[src/rtl/dgl_pkg.sv]
package dgl_pkg;
  localparam int IVL_W = 20;
  localparam logic [7:0] IVL_ADDR = 8'h08;
  localparam int PORT_BASE   = 64;
  localparam int PORT_STRIDE = 16;
  localparam int EN_OFS      = 4;

  // address of the per-port enable byte
  function automatic logic [7:0] en_addr(input int p);
    return 8'(PORT_BASE + PORT_STRIDE * p + EN_OFS);
  endfunction

  // interval field carried by a word write
  function automatic logic [IVL_W-1:0] ivl_field(input logic [31:0] w);
    return w[IVL_W-1:0];
  endfunction

  // true when one more tick completes the interval
  function automatic logic count_done(input logic [IVL_W-1:0] c,
                                      input logic [IVL_W-1:0] i);
    return ({1'b0, c} + (IVL_W+1)'(1)) >= {1'b0, i};
  endfunction
endpackage

[src/rtl/dgl_tick.sv]
module dgl_tick #(
  parameter int DIV = 10
) (
  input  logic clk,
  input  logic rst_n,
  output logic tick
);
  localparam int CW = (DIV > 1) ? $clog2(DIV) : 1;
  localparam logic [CW-1:0] LAST = CW'(DIV - 1);

  logic [CW-1:0] cnt;

  always_ff @(posedge clk) begin
    if (!rst_n)           cnt <= '0;
    else if (cnt == LAST) cnt <= '0;
    else                  cnt <= cnt + 1'b1;
  end

  assign tick = (cnt == LAST);

  generate
    if (DIV > 1) begin : g_spacing
      AST_TICK_SPACING: assert property (@(posedge clk) disable iff (!rst_n)
        tick |=> !tick);
    end
  endgenerate
endmodule

[src/rtl/dgl_regs.sv]
module dgl_regs
  import dgl_pkg::*;
#(
  parameter int NUM_PORTS = 4,
  localparam int NCH = NUM_PORTS * 8
) (
  input  logic             clk,
  input  logic             rst_n,
  input  logic             wr,
  input  logic             word,
  input  logic [7:0]       addr,
  input  logic [31:0]      wdata,
  input  logic [7:0]       raddr,
  output logic [31:0]      rdata,
  output logic [IVL_W-1:0] ivl,
  output logic [NCH-1:0]   en,
  output logic             restart
);
  assign restart = wr && word && (addr == IVL_ADDR);

  always_ff @(posedge clk) begin
    if (!rst_n)       ivl <= '0;
    else if (restart) ivl <= ivl_field(wdata);
  end

  generate
    for (genvar p = 0; p < NUM_PORTS; p++) begin : g_en
      wire hit = wr && !word && (addr == en_addr(p));
      always_ff @(posedge clk) begin
        if (!rst_n)   en[p*8 +: 8] <= '0;
        else if (hit) en[p*8 +: 8] <= wdata[7:0];
      end
    end
  endgenerate

  always_comb begin
    rdata = '0;
    if (raddr == IVL_ADDR) rdata = {{(32-IVL_W){1'b0}}, ivl};
    for (int p = 0; p < NUM_PORTS; p++)
      if (raddr == en_addr(p)) rdata = {24'b0, en[p*8 +: 8]};
  end

  AST_IVL_LOAD: assert property (@(posedge clk) disable iff (!rst_n)
    restart |=> ivl == $past(wdata[IVL_W-1:0]));
endmodule

[src/rtl/dgl_chan.sv]
module dgl_chan
  import dgl_pkg::*;
(
  input  logic             clk,
  input  logic             rst_n,
  input  logic             sync_in,
  input  logic             en,
  input  logic             tick,
  input  logic             restart,
  input  logic [IVL_W-1:0] ivl,
  output logic             dout
);
  logic             state;
  logic [IVL_W-1:0] cnt;

  wire ivl_zero = (ivl == '0);
  wire differs  = (sync_in != state);
  wire reached  = count_done(cnt, ivl);

  always_ff @(posedge clk) begin
    if (!rst_n) begin
      state <= 1'b0;
      cnt   <= '0;
    end else if (!en || ivl_zero) begin
      state <= sync_in;
      cnt   <= '0;
    end else if (restart || !differs) begin
      cnt   <= '0;
    end else if (tick) begin
      if (reached) begin
        state <= sync_in;
        cnt   <= '0;
      end else begin
        cnt <= cnt + 1'b1;
      end
    end
  end

  assign dout = en ? state : sync_in;

  AST_HOLD_BETWEEN_TICKS: assert property (@(posedge clk) disable iff (!rst_n)
    (en && !ivl_zero && (!tick || restart)) |=> $stable(state));
  AST_CNT_BELOW_IVL: assert property (@(posedge clk) disable iff (!rst_n)
    (cnt == '0) || (cnt < ivl));
  AST_RESTART_CLEARS: assert property (@(posedge clk) disable iff (!rst_n)
    restart |=> cnt == '0);
  AST_ZERO_FOLLOWS: assert property (@(posedge clk) disable iff (!rst_n)
    (en && ivl_zero) |=> state == $past(sync_in));
endmodule

[src/rtl/deglitch_bank.sv]
module deglitch_bank
  import dgl_pkg::*;
#(
  parameter int NUM_PORTS     = 4,
  parameter int CLKS_PER_TICK = 10,
  localparam int NCH = NUM_PORTS * 8
) (
  input  logic           clk,
  input  logic           rst_n,
  input  logic           bus_wr,
  input  logic           bus_word,
  input  logic [7:0]     bus_addr,
  input  logic [31:0]    bus_wdata,
  input  logic [7:0]     bus_raddr,
  output logic [31:0]    bus_rdata,
  input  logic [NCH-1:0] pin_in,
  output logic [NCH-1:0] pin_out
);
  logic [NCH-1:0]   meta_q, sync_q;
  logic [IVL_W-1:0] ivl;
  logic [NCH-1:0]   en;
  logic             restart;
  logic             tick;

  always_ff @(posedge clk) begin
    if (!rst_n) begin
      meta_q <= '0;
      sync_q <= '0;
    end else begin
      meta_q <= pin_in;
      sync_q <= meta_q;
    end
  end

  dgl_tick #(.DIV(CLKS_PER_TICK)) u_tick (
    .clk(clk), .rst_n(rst_n), .tick(tick)
  );

  dgl_regs #(.NUM_PORTS(NUM_PORTS)) u_regs (
    .clk(clk), .rst_n(rst_n), .wr(bus_wr), .word(bus_word),
    .addr(bus_addr), .wdata(bus_wdata), .raddr(bus_raddr),
    .rdata(bus_rdata), .ivl(ivl), .en(en), .restart(restart)
  );

  generate
    for (genvar c = 0; c < NCH; c++) begin : g_chan
      dgl_chan u_chan (
        .clk(clk), .rst_n(rst_n), .sync_in(sync_q[c]), .en(en[c]),
        .tick(tick), .restart(restart), .ivl(ivl), .dout(pin_out[c])
      );
    end
  endgenerate

  AST_RAW_WHEN_OFF: assert property (@(posedge clk) disable iff (!rst_n)
    (en == '0) |-> (pin_out == sync_q));
endmodule

[config.mk]
export PLATFORM = sky130hd
export DESIGN_NAME = deglitch_bank
export DESIGN_NICKNAME = d
export VERILOG_FILES = /design/src/rtl/dgl_pkg.sv /design/src/rtl/dgl_tick.sv /design/src/rtl/dgl_regs.sv /design/src/rtl/dgl_chan.sv /design/src/rtl/deglitch_bank.sv
export SDC_FILE = /design/constraint.sdc
export NUM_CORES = 2
export LEC_CHECK = 0
export BUFFER_PORTS_ARGS = -buffer_cell sky130_fd_sc_hd__buf_4
export CAP_MARGIN = 20
export CORE_AREA = 2 2 442 444
export CTS_BUF_LIST = sky130_fd_sc_hd__clkbuf_2
export CTS_CLUSTER_SIZE = 14
export DETAILED_ROUTE_END_ITERATION = 10
export DIE_AREA = 0 0 444 446
export MAX_ROUTING_LAYER = met4
export SLEW_MARGIN = 5
export SYNTH_ARGS = -nofsm -noshare
export SYNTH_HDL_FRONTEND = slang
export SYNTH_HIERARCHICAL = 1
export SYNTH_SLANG_ARGS = --single-unit
[constraint.sdc]
create_clock -name clk -period 5.8 [get_ports clk]
set_input_delay 0 -clock clk [delete_from_list [all_inputs] [get_ports clk]]
set_output_delay 0 -clock clk [all_outputs]
set_load 0.01 [all_outputs]
=== After elaboration in Yosys (flattened, before gate mapping) ===
Cells that the tools add are included.
W data, S select, Z words.

* Register bits: 792
* Input bits: 84

* $add $sub $neg: 65
* $lt $le $gt $ge: 32
* Equal/unequal tests: 75
* Muxes and demuxes: 197
* Bitwise gates (word level): 1
* Reduce and logical (&&, ||, !) cells: 266

{| class="wikitable"
|+ Operators with widths
! operator !! number
|-
| $mux W20 || 37
|-
| $add A20 B1 Y21 const B || 32
|-
| $ge A21 B20 Y1 || 32
|-
| $add A20 B1 Y20 const B || 32
|-
| $mux W1 || 160
|-
| $reduce_bool A2 Y1 || 64
|-
| $reduce_and A3 Y1 || 32
|-
| $reduce_or A3 Y1 || 32
|-
| $logic_not A1 Y1 || 65
|-
| $eq A8 B7 Y1 const B || 8
|-
| $logic_or A1 B1 Y1 || 64
|-
| $ne A2 B1 Y1 const B || 32
|-
| $ne A1 B1 Y1 || 32
|-
| $logic_not A20 Y1 || 1
|-
| $eq A8 B4 Y1 const B || 2
|-
| $logic_and A1 B1 Y1 || 7
|-
| $add A4 B1 Y4 const B || 1
|-
| $eq A4 B4 Y1 const B || 1
|-
| $reduce_or A2 Y1 || 1
|-
| $not A1 Y1 || 1
|}

=== Longest topological paths before layout ===
* Word-level depth: 6
* Gate-level depth with buffers: 15

=== By module ===
The synthesis kept the hierarchy.

{| class="wikitable"
|+ By module, submodules not included
! module !! instances !! cells an instance !! area an instance (um2)
|-
| dgl_chan at g_chan[20].u_chan ... || 18 || 248 || 1981.9
|-
| dgl_chan at g_chan[0].u_chan ... || 13 || 251 || 1930.6
|-
| dgl_regs || 1 || 259 || 2514.9
|-
| dgl_chan at g_chan[8].u_chan || 1 || 256 || 1930.6
|-
| deglitch_bank || 1 || 134 || 1791.7
|-
| dgl_tick || 1 || 20 || 188.9
|}

=== Worst setup path after synthesis ===
OpenSTA, ideal clock, no wires.

* Kind: register to register
* From: reg u_tick.cnt[0]
* To: reg g_chan[8].u_chan.cnt[18]
* Arrival time: 5.243 ns
* Required time: 5.731 ns
* Slack: 0.488 ns
* Stages on the path, launching flop included: 8
* Buffers on the path: 0
* Cells stage by stage: dfxtp_1 > ha_1 > nand2_1 > nor2_1 > inv_1 > or4_1 > a211o_1 > o21ai_1

* Cells in the longest elaborated chain, start to end: 1

{| class="wikitable"
|+ RTL lines
! item !! RTL line !! source
|-
| start, declared || dgl_tick.sv:11 || <nowiki>logic [CW-1:0] cnt;</nowiki>
|-
| start signal, assigned || dgl_tick.sv:16 || <nowiki>else cnt <= cnt + 1'b1;</nowiki>
|-
| $eq A4 B4 Y1 || dgl_tick.sv:19 || <nowiki>assign tick = (cnt == LAST);</nowiki>
|-
| via tick || deglitch_bank.sv:23 || <nowiki>logic tick;</nowiki>
|-
| end signal, assigned || dgl_chan.sv:34 || <nowiki>cnt <= cnt + 1'b1;</nowiki>
|-
| end, declared || dgl_chan.sv:14 || <nowiki>logic [IVL_W-1:0] cnt;</nowiki>
|}

The timed path passes the listed nets, and every way through them passes these cells.
A chain may end at the register's enable or synchronous reset.

=== Final worst setup path ===
* From: reg g_chan[3].u_chan.cnt[0]
* To: reg g_chan[3].u_chan.cnt[18]

* Cells in the longest elaborated chain, start to end: 3
* Elaborated cells between the ends (all ways): 4

{| class="wikitable"
|+ RTL lines
! item !! RTL line !! source
|-
| start, declared || dgl_chan.sv:14 ||
|-
| start signal, assigned || dgl_chan.sv:34 ||
|-
| $add A20 B1 Y21 || dgl_pkg.sv:21 || <nowiki>return ({1'b0, c} + (IVL_W+1)'(1)) >= {1'b0, i};</nowiki>
|-
| $ge A21 B20 Y1 || dgl_pkg.sv:21 ||
|-
| $mux W20 (*) || dgl_chan.sv:30 || <nowiki>if (reached) begin</nowiki>
|}

Mark *: on every way between the ends. The rest lies on a longest branch, timed or not.

==> key figures <==
Detailed routing
  – Initial drt markers: 4520
  – First-pass DRT Iterations: 6
  – Final WL: 211100 microns
  – Antenna-violating nets left: 0
  – Via density: 5.667
  – Routed vias: between 60000 and 70000
  – DRC: 0
  – Wirelength per Cell: 18.57 microns

Timing
  – RSZ-0062 raised after global routing: false
  – Clock Skew: 0.1450 ns
  – Period minus WS final: roughly 4.3 ns
  – Final setup violation count: 0
  – Highest Clock Rate: about 230 MHz
  – Setup TNS: 0 ns
  – Max-slew violation count: 0
  – Fin crit share: 0.7442
  – Final hold viol count: 0
  – Rel. slew slack: 0.1720
  – Worst-Margin Slew: approximately 1.2 ns

Critical path
  – Setup CP Type: flop to flop
  – FF-to-FF setup slack: 1.48 ns
  – Crit path capture type: flop
  – Crit path arrival time: 5.90 ns
  – Reg2reg start: g_chan[3].u_chan/cnt[0]
  – CP startpoint kind: flop
  – CP Max Fanout: 27
  – Reg2reg path depth: 11
  – CP Data Required Time: 7.38 ns
  – R2R Path End: g_chan[3].u_chan/cnt[18]

Cells and area
  – Fin area: around 0.075 sq mm
  – Synth-to-layout area growth: 11.42%
  – Nets: ~9400
  – Most common cell after layout, fill and taps aside: dfxtp_1
  – Layout cells sized above 1: 0.09858
  – Commonest non-fill, non-tap cells in the layout: 772 x dfxtp_1, 678 x inv_1, 674 x ha_1, 661 x a21oi_1, 633 x nand2_1

Placement
  – Routability cong.: 0.8572
  – Number of I/O port buffers: roughly 120
  – Placed cell area: 0.06994 sq mm
  – DP HPWL: between 100000 and 150000 microns

Floorplanning
  – Total core area: 0.1936 sq mm
  – IO Pins: 148
  – Die Span X: around 440 microns
  – Initial core utilization: 0.3471
  – # rows: 162
  – Die area: approximately 0.2 sq mm
  – Die height: 446 microns

Power
  – Lkg Pwr: 29.37 nW
  – Worst vdd ir: 157.6 uV
  – Clock share of power: 0.439
  – Power Internal: 7.409 mW
  – Net Sw Power: 2.995 mW
  – Flop pwr share: 0.526
  – Logic pwr share: 0.034
  – Final Total Pwr: 10.40 mW
  – Power per cell area: between 100 and 150 mW/mm^2
  – Sw Share: 0.2879

GRT
  – GR Overflow Total: 0
  – Largest net degree at the start of global routing: 178
  – Global-route wire length before repair: 332300 microns
  – Vias in the first global route: 61828
  – Initial antenna violation count: 2
  – Global Route Usage Sum: 0.2106

Yosys
  – Post-Syn Area: between 0.06 and 0.07 sq mm
  – Synth Area in Compound Gates: 0.1433
  – Adder-cell share of the synthesized area: 0.1255
  – Synth Instances: 8396
  – EDFF count, synth: 0
  – Main combinational cell family by area after synthesis: simple AND/OR/NAND/NOR gates
  – Post-Synth Simple-Gate Area: 0.3231
  – Post-Syn Area per Cell: 8.004 sq um
  – Post-synth ARST share: 0
  – Main synth FF type: dfxtp_1
  – Xor/xnor cell area share of the yosys netlist: 0.07911
  – Synth Register Bits: 792
  – YS warnings: 6
  – Distinct cells, synth: 76
  – Share of the synthesized area in the top cell type: 0.2359
  – Synth top area cells: dfxtp_1 24%, ha_1 13%, xnor2_1 5.3%
  – Register area share after synthesis: 0.2359
  – Yosys top cell by area: dfxtp_1
  – Post-synthesis mux area share: 0.01717

Clock tree
  – Root Driver: clkbuf_2
  – Clock tree buffer depth: 3
  – Max H-tree Level: 4
  – Clock sinks: 792
  – Total CTS buffers: 233
  – CTS tree: yes
  – Worst-path clk slew: between 0.1 and 0.15 ns
  – Later-pin clock latency in the skew report: 1.79 ns

Hold path
  – Hold Path Depth: 5
  – Hold Crit Class: input pin to flop
  – Min-delay src: pin_in[31]
  – Min-Delay Endpoint: meta_q[31]

Run
  – Max cap viols: 0

Status
  – Outcome: completed
worst max-delay path: stages, from the launching register on:
cell,delay [ns]
dfxtp_1,0.43
ha_1,0.28
nand3_2,0.23
nor4_4,0.42
nand4_1,0.23
xnor2_1,0.18
ha_1,0.30
nand3_1,0.14
nor4_1,0.44
nand3_1,0.89
a41oi_1,0.52
a21oi_1,0.10
cells in the mapped netlist (42+ instances only):
library cell,instances
nor3_1,123
o211ai_1,165
buf_4,83
ha_1,674
nand4_1,542
nor2b_1,189
and3_1,141
xor2_1,202
and2_1,145
a21o_1,64
nor4_1,214
o2111ai_1,91
buf_2,115
and4_1,127
mux2_2,42
dfxtp_1,792
xnor2_1,405
a21oi_1,661
inv_1,679
nor3b_1,102
nand3_1,451
nand4b_1,81
clkbuf_1,236
and2_2,65
nor2_1,187
nand2b_1,347
o21a_1,57
o21ai_0,104
a31oi_1,86
nand2_1,633
mux2i_1,68
flip-flops by register name (all words and copies together) (netlist names):
name and cells:
g_chan.u_chan/cnt 640, u_tick/cnt 4, u_regs/ivl 20, meta_q 32
g_chan.u_chan/state 32, u_regs/en 32, sync_q 32
worst max-delay path by stage:
stage	start	to	cells after the start
after CTS	g_chan[29].u_chan/cnt[0]	g_chan[29].u_chan/cnt[9]	11
after global routing	g_chan[30].u_chan/cnt[1]	g_chan[30].u_chan/cnt[9]	11
after global placement	g_chan[2].u_chan/cnt[0]	g_chan[2].u_chan/cnt[18]	11
after detailed placement	g_chan[2].u_chan/cnt[0]	g_chan[2].u_chan/cnt[9]	11
after floorplan	u_tick/cnt[0]	g_chan[8].u_chan/cnt[18]	7
final	g_chan[3].u_chan/cnt[0]	g_chan[3].u_chan/cnt[18]	11
through the flow:
stage | hold WS [ns] | setup slack (ns) | util | cells
after CTS | 0.03763 | 1.398 | 0.3855 | 11341
after global placement | 0.2210 | 1.569 | 0.3613 | 10676
after detailed placement | 0.2255 | 1.478 | 0.3613 | 10677
after floorplan | 0.1279 | 0.4884 | - | 8407
final | 0.2283 | 1.484 | 0.3868 | 11368
after global routing | 0.08155 | 1.093 | 0.3868 | 11368
what timing repair did:
action,4_1_cts,5_1_grt
gates resized for setup,0,0
endpoints found under the hold margin,792,0
hold buffers,249,0
setup buffers,0,0
cell families after synthesis:
family,Yosys count
compound gates,1482
xor+xnor,607
fa+ha+maj,674
buf+inv,1168
flops,792
mux,110
other cells,1
simple gates,3562
routing by layer:
metal  global-route usage  up-vias  wire length, microns
met1               0.2480    30783                 89000
met2               0.3475     1857                 99650
met5                    -        -                     0
li1                     -    31143                     -
met4               0.1085        0                 10840
met3              0.03188      641                 11630
power groups by stage:
stage | Sequential [mW] | Clock, mW | Combinational [mW]
floorplan | 5.60 | 0 | 0.121
global placement | 5.60 | 0 | 0.233
detailed placement | 5.60 | 0 | 0.236
CTS | 5.48 | 4.75 | 0.347
global route | 5.48 | 5.03 | 0.378
finish | 5.48 | 4.57 | 0.356
final cells by class:
type                    count  area [sq um]
fillers                 19659        118700
multi-input cells        6447         46440
flip-flops and latches    792         15930
repair buffers            482          4593
well taps                2542          3181
inverters                 679          2549
clock buffers             336          1682
clock inverters            79         467.9
diodes                     11         27.53
Power figures use the tool's default switching activity.
